===== src/rtl/hsw_pkg.sv =====
package hsw_pkg;
    typedef enum logic [2:0] {
        ST_IDLE,
        ST_FILL,
        ST_ISSUE,
        ST_DRAIN,
        ST_FINISH
    } hsw_state_e;
endpackage


===== src/rtl/hsw_addr_gen.sv =====
module hsw_addr_gen #(
    parameter int ADDR_W      = 32,
    parameter int LEN_W       = 16,
    parameter int CHUNK_BYTES = 64,
    localparam int CW         = $clog2(CHUNK_BYTES) + 1
) (
    input  logic              clk,
    input  logic              rst_n,
    input  logic              load,
    input  logic [ADDR_W-1:0] load_addr,
    input  logic [LEN_W-1:0]  load_len,
    input  logic              advance,
    output logic [ADDR_W-1:0] cur_addr,
    output logic [CW-1:0]     chunk_len,
    output logic              last_chunk,
    output logic              zero_left
);
    logic [LEN_W-1:0] rem_len;

    always_comb begin
        if (rem_len >= LEN_W'(CHUNK_BYTES)) begin
            chunk_len = CW'(CHUNK_BYTES);
        end else begin
            chunk_len = rem_len[CW-1:0];
        end
        last_chunk = (rem_len <= LEN_W'(CHUNK_BYTES));
        zero_left  = (rem_len == '0);
    end

    always_ff @(posedge clk or negedge rst_n) begin
        if (!rst_n) begin
            cur_addr <= '0;
            rem_len  <= '0;
        end else if (load) begin
            cur_addr <= load_addr;
            rem_len  <= load_len;
        end else if (advance) begin
            cur_addr <= cur_addr + ADDR_W'(chunk_len);
            rem_len  <= rem_len - LEN_W'(chunk_len);
        end
    end


    rem_shrink_chk: assert property (@(posedge clk) disable iff (!rst_n)
        advance && !load |=> (rem_len < $past(rem_len)));
endmodule


===== src/rtl/hsw_pack_buf.sv =====
module hsw_pack_buf #(
    parameter int CHUNK_BYTES = 64,
    localparam int IW         = $clog2(CHUNK_BYTES)
) (
    input  logic                     clk,
    input  logic                     rst_n,
    input  logic                     wr_en,
    input  logic [IW-1:0]            wr_idx,
    input  logic                     swap,
    input  logic [7:0]               wr_data,
    output logic [CHUNK_BYTES*8-1:0] flat
);
    logic [IW-1:0] dest;

    always_comb begin
        dest = swap ? (wr_idx ^ IW'(1)) : wr_idx;
    end

    for (genvar g = 0; g < CHUNK_BYTES; g++) begin : g_lane
        logic [7:0] lane_q;
        always_ff @(posedge clk or negedge rst_n) begin
            if (!rst_n) begin
                lane_q <= '0;
            end else if (wr_en && (dest == IW'(g))) begin
                lane_q <= wr_data;
            end
        end
        assign flat[g*8 +: 8] = lane_q;
    end
endmodule


===== src/rtl/hsw_ctl.sv =====
module hsw_ctl
    import hsw_pkg::*;
#(
    parameter int CHUNK_BYTES = 64,
    localparam int CW         = $clog2(CHUNK_BYTES) + 1,
    localparam int IW         = $clog2(CHUNK_BYTES)
) (
    input  logic          clk,
    input  logic          rst_n,
    input  logic          req_valid,
    output logic          req_ready,
    input  logic          zero_len,
    input  logic          drop_odd,
    input  logic          in_valid,
    output logic          in_ready,
    input  logic [CW-1:0] chunk_len,
    input  logic          last_chunk,
    input  logic          mem_ready,
    output logic          mem_valid,
    output logic          done,
    output logic          load,
    output logic          buf_wr,
    output logic [IW-1:0] fill_idx,
    output logic          advance
);
    hsw_state_e state_q, state_d;
    logic       drop_q;
    logic       chunk_full;

    always_comb begin
        chunk_full = buf_wr && (fill_idx == IW'(chunk_len - CW'(1)));
    end

    always_comb begin
        state_d = state_q;
        unique case (state_q)
            ST_IDLE: begin
                if (req_valid) begin
                    if (!zero_len)     state_d = ST_FILL;
                    else if (drop_odd) state_d = ST_DRAIN;
                    else               state_d = ST_FINISH;
                end
            end
            ST_FILL: begin
                if (chunk_full) state_d = ST_ISSUE;
            end
            ST_ISSUE: begin
                if (mem_ready) begin
                    if (!last_chunk) state_d = ST_FILL;
                    else if (drop_q) state_d = ST_DRAIN;
                    else             state_d = ST_FINISH;
                end
            end
            ST_DRAIN: begin
                if (in_valid) state_d = ST_FINISH;
            end
            ST_FINISH: state_d = ST_IDLE;
            default:   state_d = ST_IDLE;
        endcase
    end

    always_ff @(posedge clk or negedge rst_n) begin
        if (!rst_n) state_q <= ST_IDLE;
        else        state_q <= state_d;
    end

    always_comb begin
        req_ready = (state_q == ST_IDLE);
        in_ready  = (state_q == ST_FILL) || (state_q == ST_DRAIN);
        mem_valid = (state_q == ST_ISSUE);
        done      = (state_q == ST_FINISH);
        load      = req_ready && req_valid;
        buf_wr    = (state_q == ST_FILL) && in_valid;
        advance   = mem_valid && mem_ready;
    end

    always_ff @(posedge clk or negedge rst_n) begin
        if (!rst_n) begin
            fill_idx <= '0;
            drop_q   <= 1'b0;
        end else begin
            if (load) begin
                fill_idx <= '0;
                drop_q   <= drop_odd;
            end else if (advance) begin
                fill_idx <= '0;
            end else if (buf_wr) begin
                fill_idx <= fill_idx + IW'(1);
            end
        end
    end


    done_pulse_chk: assert property (@(posedge clk) disable iff (!rst_n)
        done |=> !done);

    no_fill_in_issue_chk: assert property (@(posedge clk) disable iff (!rst_n)
        !(mem_valid && in_ready));

    fill_bound_chk: assert property (@(posedge clk) disable iff (!rst_n)
        in_ready && !(state_q == ST_DRAIN) |-> ({1'b0, fill_idx} < chunk_len));

    issue_hold_chk: assert property (@(posedge clk) disable iff (!rst_n)
        mem_valid && !mem_ready |=> mem_valid);

    done_after_issue_chk: assert property (@(posedge clk) disable iff (!rst_n)
        $rose(done) && $past(mem_valid) |-> $past(mem_ready));
endmodule


===== src/rtl/hsw_dma_wr.sv =====
module hsw_dma_wr #(
    parameter int ADDR_W      = 32,
    parameter int LEN_W       = 16,
    parameter int CHUNK_BYTES = 64,
    localparam int CW         = $clog2(CHUNK_BYTES) + 1,
    localparam int IW         = $clog2(CHUNK_BYTES)
) (
    input  logic                     clk,
    input  logic                     rst_n,
    input  logic                     base_wr,
    input  logic [ADDR_W-1:0]        base_wdata,
    input  logic                     req_valid,
    output logic                     req_ready,
    input  logic [ADDR_W-1:0]        req_addr,
    input  logic [LEN_W-1:0]         req_len,
    input  logic                     req_bypass,
    input  logic                     in_valid,
    output logic                     in_ready,
    input  logic [7:0]               in_data,
    output logic                     mem_valid,
    input  logic                     mem_ready,
    output logic [ADDR_W-1:0]        mem_addr,
    output logic [CW-1:0]            mem_len,
    output logic [CHUNK_BYTES*8-1:0] mem_data,
    output logic                     done
);
    logic [ADDR_W-1:0] base_q;
    logic              bypass_q;
    logic [ADDR_W-1:0] eff_addr;
    logic [LEN_W-1:0]  eff_len;
    logic              zero_len;
    logic              drop_odd;
    logic              load;
    logic              buf_wr;
    logic              advance;
    logic [IW-1:0]     fill_idx;
    logic [CW-1:0]     chunk_len;
    logic              last_chunk;
    logic              zero_left;

    always_ff @(posedge clk or negedge rst_n) begin
        if (!rst_n) begin
            base_q   <= '0;
            bypass_q <= 1'b0;
        end else begin
            if (base_wr) base_q <= base_wdata;
            if (load)    bypass_q <= req_bypass;
        end
    end

    always_comb begin
        eff_addr = req_addr | base_q;
        eff_len  = req_len;
        drop_odd = 1'b0;
        if (!req_bypass) begin
            eff_addr[0] = 1'b0;
            eff_len[0]  = 1'b0;
            drop_odd    = req_len[0];
        end
        zero_len = (eff_len == '0);
    end

    hsw_ctl #(.CHUNK_BYTES(CHUNK_BYTES)) u_ctl (
        .clk        (clk),
        .rst_n      (rst_n),
        .req_valid  (req_valid),
        .req_ready  (req_ready),
        .zero_len   (zero_len),
        .drop_odd   (drop_odd),
        .in_valid   (in_valid),
        .in_ready   (in_ready),
        .chunk_len  (chunk_len),
        .last_chunk (last_chunk),
        .mem_ready  (mem_ready),
        .mem_valid  (mem_valid),
        .done       (done),
        .load       (load),
        .buf_wr     (buf_wr),
        .fill_idx   (fill_idx),
        .advance    (advance)
    );

    hsw_addr_gen #(
        .ADDR_W      (ADDR_W),
        .LEN_W       (LEN_W),
        .CHUNK_BYTES (CHUNK_BYTES)
    ) u_addr (
        .clk        (clk),
        .rst_n      (rst_n),
        .load       (load),
        .load_addr  (eff_addr),
        .load_len   (eff_len),
        .advance    (advance),
        .cur_addr   (mem_addr),
        .chunk_len  (chunk_len),
        .last_chunk (last_chunk),
        .zero_left  (zero_left)
    );

    hsw_pack_buf #(.CHUNK_BYTES(CHUNK_BYTES)) u_buf (
        .clk     (clk),
        .rst_n   (rst_n),
        .wr_en   (buf_wr),
        .wr_idx  (fill_idx),
        .swap    (!bypass_q),
        .wr_data (in_data),
        .flat    (mem_data)
    );

    assign mem_len = chunk_len;


    swap_align_chk: assert property (@(posedge clk) disable iff (!rst_n)
        mem_valid && !bypass_q |-> (!mem_addr[0] && !mem_len[0]));

    burst_hold_chk: assert property (@(posedge clk) disable iff (!rst_n)
        mem_valid && !mem_ready |=> $stable(mem_addr) && $stable(mem_len) && $stable(mem_data));

    burst_size_chk: assert property (@(posedge clk) disable iff (!rst_n)
        mem_valid |-> (mem_len != '0) && (mem_len <= CW'(CHUNK_BYTES)) && !zero_left);
endmodule


===== config.mk =====
export PLATFORM = sky130hd
export DESIGN_NAME = hsw_dma_wr
export DESIGN_NICKNAME = d
export VERILOG_FILES = /design/src/rtl/hsw_pkg.sv /design/src/rtl/hsw_addr_gen.sv /design/src/rtl/hsw_pack_buf.sv /design/src/rtl/hsw_ctl.sv /design/src/rtl/hsw_dma_wr.sv
export SDC_FILE = /design/constraint.sdc
export NUM_CORES = 1
export LEC_CHECK = 0
export BUFFER_PORTS_ARGS = -buffer_cell sky130_fd_sc_hd__buf_2
export CAP_MARGIN = 20
export CORE_UTILIZATION = 30
export CTS_CLUSTER_DIAMETER = 60
export DETAILED_ROUTE_END_ITERATION = 8
export SYNTH_ARGS = -nofsm -noshare
export SYNTH_HDL_FRONTEND = slang
export SYNTH_SLANG_ARGS = --single-unit

===== constraint.sdc =====
create_clock -name clk -period 6 [get_ports clk]
set_clock_uncertainty 0.1 [all_clocks]
set_input_delay 0.9 -clock clk [delete_from_list [all_inputs] [get_ports clk]]
set_output_delay 0.9 -clock clk [all_outputs]
set_load 0.02 [all_outputs]

==> impl_table.tex, run 1 <==
\begin{tabular}{lr}
\hline
Metric & Value \\
\hline
\multicolumn{2}{l}{\textbf{Yosys}} \\
\quad Register bit count reported by yosys & 603 \\
\quad Yosys top cell area share & 61.1\% \\
\quad Syn\_nets & 1871 \\
\quad Instance count of the mapped netlist & 1769 \\
\quad Synthesized area & 0.0247 mm² \\
\quad Syn\_area\_per\_cell & 14.0 µm² \\
\quad Distinct cell type count after synthesis & 71 \\
\quad Number of synthesized flops with an enable pin & 0 \\
\quad Synth Warn \# & 0 \\
\quad Cell type contributing the most total cell area after synthesis & dfrtp\_1 \\
\quad Leading cell type by number of instances after synthesis & dfrtp\_1 \\
\quad Leading cell types by count after synthesis & dfrtp\_1 (603), mux2\_2 (545), nand2\_1 (104) \\
\quad Prevailing post-synth register cell & dfrtp\_1 \\
\quad Part of the Yosys area used for sequential elements & 61.1\% \\
\quad Share of synthesized flip-flops with an asynchronous set or reset & 100\% \\
\quad Synth area leaders & dfrtp\_1 (61\%), mux2\_2 (25\%), nand2\_1 (1.6\%) \\
\multicolumn{2}{l}{\textbf{Clock tree}} \\
\quad Buffer levels on the longest clock path & 3 \\
\quad Hold-fix buffers at CTS & 0 \\
\quad Clock sinks & 603 \\
\quad CTS root buf & clkbuf\_16 \\
\quad Setup repair bufs after CTS & 0 \\
\quad Clock-pin slew of the registers on the worst-case setup and hold paths & 60 ps \\
\quad H-tree level count & 3 \\
\quad TritonCTS clock tree & done \\
\quad Gates resized, CTS repair & 0 \\
\quad Total clock buffers created by CTS & 75 \\
\quad Clock insertion delay at the later pin of the skew report & 610 ps \\
\multicolumn{2}{l}{\textbf{Status}} \\
\quad Result of the run & finished, final reports clean \\
\multicolumn{2}{l}{\textbf{Place}} \\
\quad Worst slack at placement & 1770 ps \\
\quad Count of input and output buffers & 649 \\
\quad Placed cell count & 3389 \\
\quad HPWL after detailed placement & 56.3 mm \\
\quad Final weighted congestion in routability-driven placement & 0.871 \\
\multicolumn{2}{l}{\textbf{Route}} \\
\quad First DRT Iteration DRCs & 896 \\
\quad Total wirelength of the detailed-routed design & 82.4 mm \\
\quad Number of detailed-routing iterations run before antenna repair & 7 \\
\quad Post-detailed-route DRC marker count & 0 \\
\quad Remaining number of nets flagged by the antenna check after routing & 0 \\
\quad Via count & 17400 \\
\quad Detailed-route wire length per cell & 23.4 µm \\
\quad Routed via count divided by cell count & 4.94 \\
\multicolumn{2}{l}{\textbf{Die}} \\
\quad Starting Density & 30.5\% \\
\quad Count of pins on the block boundary & 650 \\
\quad Standard cell core area & 0.0809 mm² \\
\quad Num rows & 104 \\
\quad Die area & 0.0835 mm² \\
\quad Floorplan die width & 289 µm \\
\quad Die height & 289 µm \\
\multicolumn{2}{l}{\textbf{STA}} \\
\quad Final worst path period share & 71.5\% \\
\quad Setup-failing EPs final & 0 \\
\quad Final number of max-transition violations & 0 \\
\quad Setup repair after global routing missed its margin & no \\
\quad Final hold vios & 0 \\
\quad Tightest Pin Transition & 1040 ps \\
\quad Min Tclk post-route & 4290 ps \\
\quad Final-layout setup total negative slack & 0 ps \\
\quad Worst rel slew slack & 29.9\% \\
\quad Top achievable clock speed & 233 MHz \\
\quad Worst-case setup margin in the final layout & 1710 ps \\
\multicolumn{2}{l}{\textbf{Layout}} \\
\quad Layout Utilization & 39.2\% \\
\quad Fraction of layout instances using a drive strength above 1 & 55.8\% \\
\quad Post-Layout Cell Count & 3528 \\
\quad Area overhead of the layout relative to synthesis & 28.5\% \\
\quad Number of nets in the layout & 2508 \\
\multicolumn{2}{l}{\textbf{Global route}} \\
\quad Number of global-route vias before repair & 18500 \\
\quad First-pass GRT wire length & 121 mm \\
\quad Initial antenna violation count & 1 \\
\quad Maximum number of pins on one net before global-route repair & 161 \\
\quad All-Layer GR Usage & 19.4\% \\
\quad Total gr overflow & 0 \\
\multicolumn{2}{l}{\textbf{Power}} \\
\quad Power consumption & 11.6 mW \\
\quad Leak Pwr & 16.9 nW \\
\quad Worst-case vdd ir drop & 274 µV \\
\quad Cell area power density & 367 mW/mm² \\
\multicolumn{2}{l}{\textbf{Critical path}} \\
\quad Worst reg2reg path startpoint & u\_addr.rem\_len[10] \\
\quad Critical path data required time & 6440 ps \\
\quad Type of element capturing the critical path & register \\
\quad Type of element launching the critical path & register \\
\quad Worst EP arrival & 4720 ps \\
\quad Cell with the largest stage delay on the worst path & and3\_1 \\
\quad Total buffers and inverters traversed by the critical path & 1 \\
\quad Largest fanout on the critical path & 20 \\
\quad Dominant delay contributor by cell family on the critical path & simple AND/OR/NAND/NOR gates \\
\quad Cell chain of the critical path & nor4\_4, and3\_1, nand2\_1, inv\_1, ha\_1, ha\_1, a41oi\_2, a211oi\_2, a211oi\_2, o31a\_1, or4\_1, a31oi\_1 \\
\quad Start-to-end type of the worst setup path & register to register \\
\quad Reg-to-Reg End & u\_addr.cur\_addr[18] \\
\quad Register-to-Register Setup Slack & 1710 ps \\
\quad Stage delay of the slowest cell on the critical path & 600 ps \\
\quad Depth of the worst register-to-register path & 12 \\
\multicolumn{2}{l}{\textbf{Min path}} \\
\quad Hold Crit Class & input port to asynchronous set/reset pin \\
\multicolumn{2}{l}{\textbf{Run}} \\
\quad Total of max-cap violations & 0 \\
\hline
\end{tabular}
[cell usage in the layout (no fill, tap or decap), types with 4 or more instances in the layout]
cell type | netlist | routed
buf_2 | 4 | 648
dfrtp_1 | 603 | 603
mux2_2 | 545 | 545
nand2_1 | 104 | 103
clkbuf_16 | 0 | 76
nor2_1 | 53 | 53
o21ai_0 | 36 | 36
nor3_1 | 33 | 32
a21oi_1 | 24 | 24
a31oi_1 | 22 | 22
nand3_1 | 19 | 19
clkbuf_8 | 0 | 19
or3_1 | 18 | 18
buf_4 | 2 | 15
inv_1 | 14 | 14
xor2_1 | 14 | 14
and3_1 | 12 | 12
nor4_1 | 14 | 12
xnor2_1 | 11 | 11
clkinv_2 | 0 | 10
clkbuf_1 | 86 | 9
nand4_1 | 8 | 8
or4_1 | 8 | 8
o31ai_1 | 8 | 8
and2_1 | 7 | 7
o211ai_1 | 7 | 7
ha_1 | 7 | 7
nand2b_1 | 6 | 6
or2_2 | 6 | 6
nor2_2 | 6 | 6
nor3_2 | 5 | 6
bufinv_16 | 0 | 6
o2111ai_1 | 5 | 5
a22o_1 | 4 | 4
o32ai_1 | 4 | 4
clkinv_8 | 0 | 4
buf_12 | 0 | 4
[power breakdown]
group | switching [mW] | internal (mW) | leakage (nW)
logic | 1.37 | 0.735 | 7.45
clock network | 1.86 | 2.86 | 1.30
registers | 0.407 | 4.40 | 8.16
[area by class of cell]
| type | count | area (µm²) |
|---|---|---|
| well taps | 1060 | 1330 |
| clock buffers | 104 | 2200 |
| multi-input cells | 1043 | 9140 |
| diodes | 1 | 2.50 |
| fillers | 7717 | 49200 |
| clock inverters | 34 | 464 |
| flip-flops and latches | 603 | 15100 |
| inverters | 15 | 56.3 |
| repair buffers | 668 | 3450 |
[flip-flops by register name (all words and copies together) (netlist names)]
name and cells:
base_q 32, u_ctl.state_q 3, u_ctl.fill_idx 6, u_ctl.drop_q 1
u_buf.g_lane.lane_q 512, u_addr.cur_addr 32, u_addr.rem_len 16, bypass_q 1
[cells by family after synthesis]
| kind of cell | synth area share [%] |
|---|---|
| compound gates | 4.14 |
| flops | 61.1 |
| fa+ha+maj | 0.355 |
| simple gates | 6.55 |
| xor+xnor | 0.887 |
| buf+inv | 1.98 |
| other cells | 0.0152 |
| mux | 25.0 |
[stage by stage]
stage          hold slack [ps]  instance area [µm²]
2_1_floorplan              372                24700
3_3_place_gp               381                29100
3_5_place_dp               387                29100
4_1_cts                    195                31700
5_1_grt                    236                31700
6_report                   205                31700
[worst reg2reg max path: cells and delay by family (launching register included)]
family | cells | cell delay (ps)
simple gates | 4 | 1870
compound gates | 5 | 1300
fa+ha+maj | 2 | 400
flops | 1 | 440
buf+inv | 1 | 100
[metal layers]
layer / global-route usage (%) / up-vias / part of all wire (%)
li1: - / 7630 / -
met1: 24.4 / 9104 / 42
met2: 32.4 / 557 / 49
met3: 4.70 / 128 / 6.0
met4: 7.00 / 0 / 3.0
met5: 0 / - / 0
[how the worst max path moves through the flow]
stage,depth (start not counted),start,end
finish,12,u_addr.rem_len[10],u_addr.cur_addr[18]
global route,11,u_addr.rem_len[11],u_addr.cur_addr[12]
CTS,12,u_addr.rem_len[10],u_addr.cur_addr[18]
detailed placement,12,u_addr.rem_len[10],u_addr.cur_addr[18]
global placement,12,u_addr.rem_len[10],u_addr.cur_addr[18]
floorplan,16,u_addr.rem_len[14],u_addr.cur_addr[18]
No activity file was read; power rests on OpenSTA's default activity.
==> inputs of run 2 (changes only) <==
Settings changed: ABC_AREA from default to 1.
Clock period 6 ns to 3.65 ns, I/O delays scaled along.
==> run 2 against run 1 <==
  * Synthesized cell count up 43%
  * Wire length grew 4.9%
  * Via count is 17% higher
  * Area after synthesis fell by 2.3%
  * Largest cell class unchanged
  * Flip-flop and latch count stayed put
  * Largest power group unchanged
  * Setup slack worse by 1000 ps
  * Register-to-register slack lost 1000 ps
  * Count of clock-buffer cells in the layout is 4 lower
  * Core utilization increased by 0.16 points
==> impl_table.tex, run 2 <==
\begin{tabular}{lr}
\hline
Metric & Value \\
\hline
\multicolumn{2}{l}{\textbf{Status}} \\
\quad Result of the run & finished, final reports clean \\
\multicolumn{2}{l}{\textbf{Yosys}} \\
\quad Cell type contributing the most total cell area after synthesis & dfrtp\_1 \\
\quad Instance count of the mapped netlist & 2524 \\
\quad Synth Warn \# & 0 \\
\quad Synthesized area & 0.0241 mm² \\
\quad Prevailing post-synth register cell & dfrtp\_1 \\
\quad Leading cell types by count after synthesis & nand2\_1 (732), dfrtp\_1 (603), o21ai\_0 (540) \\
\quad Leading cell type by number of instances after synthesis & nand2\_1 \\
\quad Syn\_nets & 2626 \\
\quad Share of synthesized flip-flops with an asynchronous set or reset & 100\% \\
\quad Register bit count reported by yosys & 603 \\
\quad Part of the Yosys area used for sequential elements & 62.5\% \\
\quad Yosys top cell area share & 62.5\% \\
\quad Syn\_area\_per\_cell & 9.56 µm² \\
\quad Synth area leaders & dfrtp\_1 (63\%), nand2\_1 (11\%), o21ai\_0 (11\%) \\
\quad Number of synthesized flops with an enable pin & 0 \\
\quad Distinct cell type count after synthesis & 48 \\
\multicolumn{2}{l}{\textbf{Clock tree}} \\
\quad H-tree level count & 3 \\
\quad Clock sinks & 603 \\
\quad Clock insertion delay at the later pin of the skew report & 610 ps \\
\quad Buffer levels on the longest clock path & 3 \\
\quad Total clock buffers created by CTS & 73 \\
\quad CTS root buf & clkbuf\_16 \\
\quad TritonCTS clock tree & done \\
\quad Gates resized, CTS repair & 0 \\
\quad Clock-pin slew of the registers on the worst-case setup and hold paths & 60 ps \\
\multicolumn{2}{l}{\textbf{Critical path}} \\
\quad Dominant delay contributor by cell family on the critical path & simple AND/OR/NAND/NOR gates \\
\quad Largest fanout on the critical path & 10 \\
\quad Worst EP arrival & 2320 ps \\
\quad Register-to-Register Setup Slack & 680 ps \\
\quad Critical path data required time & 3000 ps \\
\quad Type of element launching the critical path & register \\
\quad Start-to-end type of the worst setup path & register to primary output \\
\quad Total buffers and inverters traversed by the critical path & 2 \\
\quad Cell chain of the critical path & nor2\_2, nand2\_4, nor2\_8, nand2\_2, nor2\_1, buf\_4, buf\_2 \\
\quad Critical Path Source & u\_addr.rem\_len[9] \\
\quad Stage delay of the slowest cell on the critical path & 400 ps \\
\quad Worst reg2reg path startpoint & u\_addr.rem\_len[9] \\
\quad Type of element capturing the critical path & primary output \\
\quad Cell with the largest stage delay on the worst path & dfrtp\_1 \\
\multicolumn{2}{l}{\textbf{STA}} \\
\quad Setup-failing EPs final & 0 \\
\quad Worst-case setup margin in the final layout & 679 ps \\
\quad Final number of max-transition violations & 0 \\
\quad Final-layout setup total negative slack & 0 ps \\
\quad Tightest Pin Transition & 849 ps \\
\quad Top achievable clock speed & 337 MHz \\
\quad Worst rel slew slack & 43.4\% \\
\quad Worst hold margin & 70.1 ps \\
\quad Setup repair after global routing missed its margin & no \\
\quad Min Tclk post-route & 2970 ps \\
\quad Final hold vios & 0 \\
\quad Final worst path period share & 81.4\% \\
\multicolumn{2}{l}{\textbf{Place}} \\
\quad Placed cell area & 0.0287 mm² \\
\quad Worst slack at placement & 716 ps \\
\quad Placed cell count & 4136 \\
\quad Final weighted congestion in routability-driven placement & 0.908 \\
\quad HPWL after detailed placement & 60.4 mm \\
\quad Count of input and output buffers & 649 \\
\multicolumn{2}{l}{\textbf{Layout}} \\
\quad Layout filler cell count & 7966 \\
\quad Biggest regs & u\_buf.g\_lane.lane\_q (512), base\_q (32), u\_addr.cur\_addr (32) \\
\quad Commonest cells after routing, fill and taps aside & nand2\_1 (731), buf\_2 (648), dfrtp\_1 (603) \\
\quad Number of nets in the layout & 3264 \\
\quad Reg with most FFs & u\_buf.g\_lane.lane\_q \\
\quad Fraction of layout instances using a drive strength above 1 & 28.3\% \\
\quad Layout Utilization & 39.4\% \\
\quad Number of flip-flops under the largest register name & 512 \\
\quad Area overhead of the layout relative to synthesis & 29.2\% \\
\quad Post-Layout Cell Count & 4268 \\
\quad Antenna fix cells & 0 \\
\quad Most common cell after layout, fill and taps aside & nand2\_1 \\
\quad Final Instance Area & 0.0312 mm² \\
\multicolumn{2}{l}{\textbf{Global route}} \\
\quad All-Layer GR Usage & 21.0\% \\
\quad Number of global-route vias before repair & 20100 \\
\quad Maximum number of pins on one net before global-route repair & 108 \\
\quad Total gr overflow & 0 \\
\quad Initial antenna violation count & 1 \\
\quad First-pass GRT wire length & 130 mm \\
\multicolumn{2}{l}{\textbf{Route}} \\
\quad Detailed-route wire length per cell & 20.3 µm \\
\quad Routed via count divided by cell count & 4.77 \\
\quad Via count & 20400 \\
\quad Total wirelength of the detailed-routed design & 86.5 mm \\
\quad Remaining number of nets flagged by the antenna check after routing & 0 \\
\quad First DRT Iteration DRCs & 1403 \\
\quad Post-detailed-route DRC marker count & 0 \\
\quad Number of detailed-routing iterations run before antenna repair & 6 \\
\multicolumn{2}{l}{\textbf{Run}} \\
\quad Total of max-cap violations & 0 \\
\multicolumn{2}{l}{\textbf{Die}} \\
\quad Floorplan die width & 286 µm \\
\quad Die height & 286 µm \\
\quad Starting Density & 30.5\% \\
\quad Standard cell core area & 0.0793 mm² \\
\quad Count of pins on the block boundary & 650 \\
\quad Num rows & 103 \\
\quad Die area & 0.0816 mm² \\
\multicolumn{2}{l}{\textbf{Power}} \\
\quad Power consumption & 19.9 mW \\
\quad Cell area power density & 637 mW/mm² \\
\quad Worst-case vdd ir drop & 376 µV \\
\quad Leak Pwr & 16.2 nW \\
\multicolumn{2}{l}{\textbf{Min path}} \\
\quad Hold Crit Class & input port to register \\
\quad Source of the worst hold timing path & base\_wdata[31] \\
\hline
\end{tabular}
==> run 2: changes by cell type after synthesis, sizes merged, moves of 10 or more <==
cell    change
a31oi      -10
and3       -12
buf        +32
clkinv     +10
inv        +86
mux2      -513
nand2     +648
nand3      +45
nor2       +48
o21ai     +509
o31ai      +13
or3        -18
==> run 2: cells by family (layout without fill, tap and decap cells) <==
family          after synthesis  in the layout  synth area share, %
simple gates                980            980                 17.0
compound gates              636            636                 13.8
flops                       603            603                 62.5
buf+inv                     248            942                 4.15
mux                          32             32                 1.49
xor+xnor                     17             17                0.648
fa+ha+maj                     7              7                0.363
other cells                   1              1               0.0155
==> run 2: worst register-to-register path, stage by stage (launching register included) <==
cell	delay [ps]
dfrtp_1	400
nor2_2	240
nand2_4	120
nor2_8	190
nand2_2	190
nor2_1	200
ha_1	290
inv_1	90
o21bai_1	100
a21boi_0	320
nand2_4	110
or2_2	280
nand3_1	70
a31oi_1	90
==> run 2: repair_timing <==
item                                    in CTS  in global routing
endpoints found under the setup margin       0                  0
setup buffers                                0                  0
hold buffers                                 1                  0
endpoints found under the hold margin       41                  0
==> run 2: area by class of cell <==
class | instances | area (µm²) | share of cell area [%]
Sequential cell | 603 | 15100 | 48.4
Multi-Input combinational cell | 1673 | 8050 | 25.8
Timing Repair Buffer | 700 | 3820 | 12.2
Clock buffer | 100 | 2090 | 6.70
Tap cell | 1050 | 1310 | 4.21
Clock inverter | 31 | 418 | 1.34
Inverter | 111 | 417 | 1.34
==> run 2: power breakdown <==
part / leakage, nW / switching [mW] / internal (mW)
sequential: 8.16 / 0.546 / 7.30
combinational: 6.82 / 3.18 / 1.38
clock: 1.23 / 3.04 / 4.43
total: 16.2 / 6.77 / 13.1
==> run 2: worst paths after layout <==
kind	to	cells after the start
worst max-delay path	mem_len[5]	7
worst max register to register	u_addr.cur_addr[8]	13
min in group asynchronous	u_buf.g_lane[44].lane_q[3]	2
worst min register to register	u_buf.g_lane[62].lane_q[4]	2
max in group asynchronous	u_buf.g_lane[50].lane_q[3]	3
worst min-delay path	base_q[31]	2
==> run 2: layer usage <==
layer  track usage (%)  share of wire [%]  wire (µm)  vias up
met1              26.9                 42      36300     9846
met4              7.62                3.5       2990        0
li1                  -                  -          -     9621
met3              4.71                7.1       6170      160
met5                 0                  0          0        -
met2              34.6                 47      41000      732
==> inputs of run 3 (changes only) <==
Clock period 3.65 ns to 2.7 ns, I/O delays scaled along.
==> run 3 against run 2 <==
  * Count of clock-buffer cells in the layout is 6 lower
  * Power is 35% higher
  * Sequential share of layout area is 1.3 points lower
  * Critical path depth is 9 higher
  * Sequential power is 35% higher
  * Critical path type is now register to register
  * Global-route usage is 0.39 points higher
  * Wire length is 1.9% higher
  * Final cell count is 2.0% higher
  * Largest cell class unchanged
==> impl_table.tex, run 3 (synthesis gave the netlist of run 2 again) <==
\begin{tabular}{lr}
\hline
Metric & Value \\
\hline
\multicolumn{2}{l}{\textbf{Layout}} \\
\quad Reg with most FFs & u\_buf.g\_lane.lane\_q \\
\quad Layout Utilization & 40.4\% \\
\quad Fraction of layout instances using a drive strength above 1 & 29.6\% \\
\quad Biggest regs & u\_buf.g\_lane.lane\_q (512), base\_q (32), u\_addr.cur\_addr (32) \\
\quad Number of nets in the layout & 3354 \\
\quad Post-Layout Cell Count & 4352 \\
\quad Antenna fix cells & 0 \\
\quad Commonest cells after routing, fill and taps aside & nand2\_1 (720), buf\_2 (648), dfrtp\_1 (603) \\
\quad Most common cell after layout, fill and taps aside & nand2\_1 \\
\quad Final Instance Area & 0.0321 mm² \\
\quad Area overhead of the layout relative to synthesis & 32.8\% \\
\quad Number of flip-flops under the largest register name & 512 \\
\multicolumn{2}{l}{\textbf{Power}} \\
\quad Clock share of power & 35.5\% \\
\quad Sequential fraction of design power & 39.5\% \\
\quad Switching share of power & 34.3\% \\
\quad Power consumption & 26.9 mW \\
\quad Leak Pwr & 16.6 nW \\
\quad Worst-case vdd ir drop & 390 µV \\
\quad Cell area power density & 839 mW/mm² \\
\quad Fraction of power consumed by combinational cells & 24.9\% \\
\quad Design internal power & 17.7 mW \\
\quad Reported net switching power & 9.21 mW \\
\multicolumn{2}{l}{\textbf{Route}} \\
\quad Remaining number of nets flagged by the antenna check after routing & 0 \\
\quad Number of detailed-routing iterations run before antenna repair & 5 \\
\quad First DRT Iteration DRCs & 1466 \\
\quad Routed via count divided by cell count & 4.78 \\
\quad Detailed-route wire length per cell & 20.3 µm \\
\quad Total wirelength of the detailed-routed design & 88.1 mm \\
\quad Post-detailed-route DRC marker count & 0 \\
\quad Via count & 20800 \\
\multicolumn{2}{l}{\textbf{STA}} \\
\quad Worst hold margin & 51.1 ps \\
\quad Setup repair after global routing missed its margin & yes \\
\quad Worst rel slew slack & 45.1\% \\
\quad Final hold vios & 0 \\
\quad Final number of max-transition violations & 0 \\
\quad Final-layout setup total negative slack & 0 ps \\
\quad Final worst path period share & 95.5\% \\
\quad Worst-case setup margin in the final layout & 121 ps \\
\quad Top achievable clock speed & 388 MHz \\
\quad Min Tclk post-route & 2580 ps \\
\quad Setup-failing EPs final & 0 \\
\quad Tightest Pin Transition & 824 ps \\
\multicolumn{2}{l}{\textbf{Clock tree}} \\
\quad Clock-pin slew of the registers on the worst-case setup and hold paths & 60 ps \\
\quad Buffer levels on the longest clock path & 3 \\
\quad Clock insertion delay at the later pin of the skew report & 600 ps \\
\quad Total clock buffers created by CTS & 71 \\
\quad H-tree level count & 3 \\
\quad CTS root buf & clkbuf\_16 \\
\quad Clock sinks & 603 \\
\quad TritonCTS clock tree & done \\
\multicolumn{2}{l}{\textbf{Place}} \\
\quad Count of input and output buffers & 649 \\
\quad Worst slack at placement & -62.5 ps \\
\quad Placed cell count & 4174 \\
\quad Final weighted congestion in routability-driven placement & 0.881 \\
\quad Placed cell area & 0.0290 mm² \\
\quad HPWL after detailed placement & 60.8 mm \\
\multicolumn{2}{l}{\textbf{Min path}} \\
\quad Hold depth & 3 \\
\quad Hold Crit Class & input port to register \\
\quad Hold endpoint & u\_addr.cur\_addr[7] \\
\quad Source of the worst hold timing path & req\_addr[7] \\
\multicolumn{2}{l}{\textbf{Critical path}} \\
\quad Stage delay of the slowest cell on the critical path & 410 ps \\
\quad Critical path data required time & 3080 ps \\
\quad Dominant delay contributor by cell family on the critical path & simple AND/OR/NAND/NOR gates \\
\quad Worst reg2reg path startpoint & u\_addr.rem\_len[8] \\
\quad Type of element capturing the critical path & register \\
\quad Reg-to-Reg End & u\_ctl.state\_q[0] \\
\quad Register-to-Register Setup Slack & 120 ps \\
\quad Worst EP arrival & 2960 ps \\
\quad Cell with the largest stage delay on the worst path & dfrtp\_1 \\
\quad Depth of the worst register-to-register path & 16 \\
\quad Type of element launching the critical path & register \\
\quad Cell chain of the critical path & nor2\_4, nand2\_4, nor2\_8, nand2\_8, nor2\_4, inv\_1, ha\_1, xor2\_2, xor2\_1, nand2\_1, nor2\_1, nand2\_1, nand2\_1, nand3\_2, nand2\_1, o21ai\_1 \\
\quad Largest fanout on the critical path & 9 \\
\quad Critical Path Most Common Cell & nand2\_1 \\
\quad Total buffers and inverters traversed by the critical path & 1 \\
\quad Start-to-end type of the worst setup path & register to register \\
\multicolumn{2}{l}{\textbf{Global route}} \\
\quad All-Layer GR Usage & 21.3\% \\
\quad Number of global-route vias before repair & 20600 \\
\quad Total gr overflow & 0 \\
\quad First-pass GRT wire length & 133 mm \\
\quad Maximum number of pins on one net before global-route repair & 66 \\
\quad Initial antenna violation count & 0 \\
\multicolumn{2}{l}{\textbf{Run}} \\
\quad Total of max-cap violations & 0 \\
\multicolumn{2}{l}{\textbf{Die}} \\
\quad Floorplan die width & 286 µm \\
\quad Starting Density & 30.5\% \\
\quad Die height & 286 µm \\
\quad Standard cell core area & 0.0793 mm² \\
\quad Count of pins on the block boundary & 650 \\
\quad Die area & 0.0816 mm² \\
\quad Num rows & 103 \\
\multicolumn{2}{l}{\textbf{Status}} \\
\quad Result of the run & finished, final reports clean \\
\hline
\end{tabular}
==> run 3: power groups by stage <==
stage	combinational (mW)	clock [mW]	sequential, mW
finish	6.70	9.55	10.6
detailed placement	6.47	0	10.7
floorplan	3.14	0	11.4
global placement	6.42	0	10.7
global route	7.40	10.1	10.7
CTS	6.57	9.76	10.6
==> run 3: area by class of cell <==
cell class,count,area (µm²)
fill,7860,47200
sequential,603,15100
multi-input combinational,1673,8240
timing repair buffer,792,4690
clock buffer,94,1980
tap,1050,1310
inverter,111,419
clock inverter,29,320
==> run 3: what timing repair did <==
action / 4_1_cts / 5_1_grt
setup buffers: 0 / 9
endpoints found under the hold margin: 82 / 0
gates resized for setup: 6 / 40
hold buffers: 46 / 0
pin swaps: 1 / 16
endpoints found under the setup margin: 16 / 104
==> run 3: worst reg2reg max path, delay by kind of cell (launching register included) <==
kind            cells  cell delay (ps)
compound gates      1               60
xor+xnor            2              460
fa+ha+maj           1              220
buf+inv             1               50
flops               1              410
simple gates       11             1150
==> run 3: routing by layer <==
metal / routed length [µm] / share of wire, % / track usage, % / up-vias
li1: - / - / - / 9823
met1: 37200 / 42 / 27.5 / 10100
met2: 41900 / 48 / 35.1 / 713
met3: 5830 / 6.6 / 4.65 / 169
met4: 3240 / 3.7 / 8.06 / 0
met5: 0 / 0 / 0 / -
==> run 3: worst max-delay path by stage <==
stage | startpoint | endpoint | slack, ps | depth (start not counted)
2_1_floorplan | u_addr.rem_len[9] | u_ctl.state_q[0] | -10 | 17
3_3_place_gp | u_ctl.fill_idx[0] | u_buf.g_lane[21].lane_q[6] | -160 | 7
3_5_place_dp | u_addr.rem_len[13] | u_addr.cur_addr[16] | -60 | 18
4_1_cts | u_addr.rem_len[13] | u_addr.cur_addr[8] | 8 | 16
5_1_grt | u_addr.rem_len[8] | u_ctl.state_q[0] | -90 | 16
6_report | u_addr.rem_len[8] | u_ctl.state_q[0] | 120 | 16
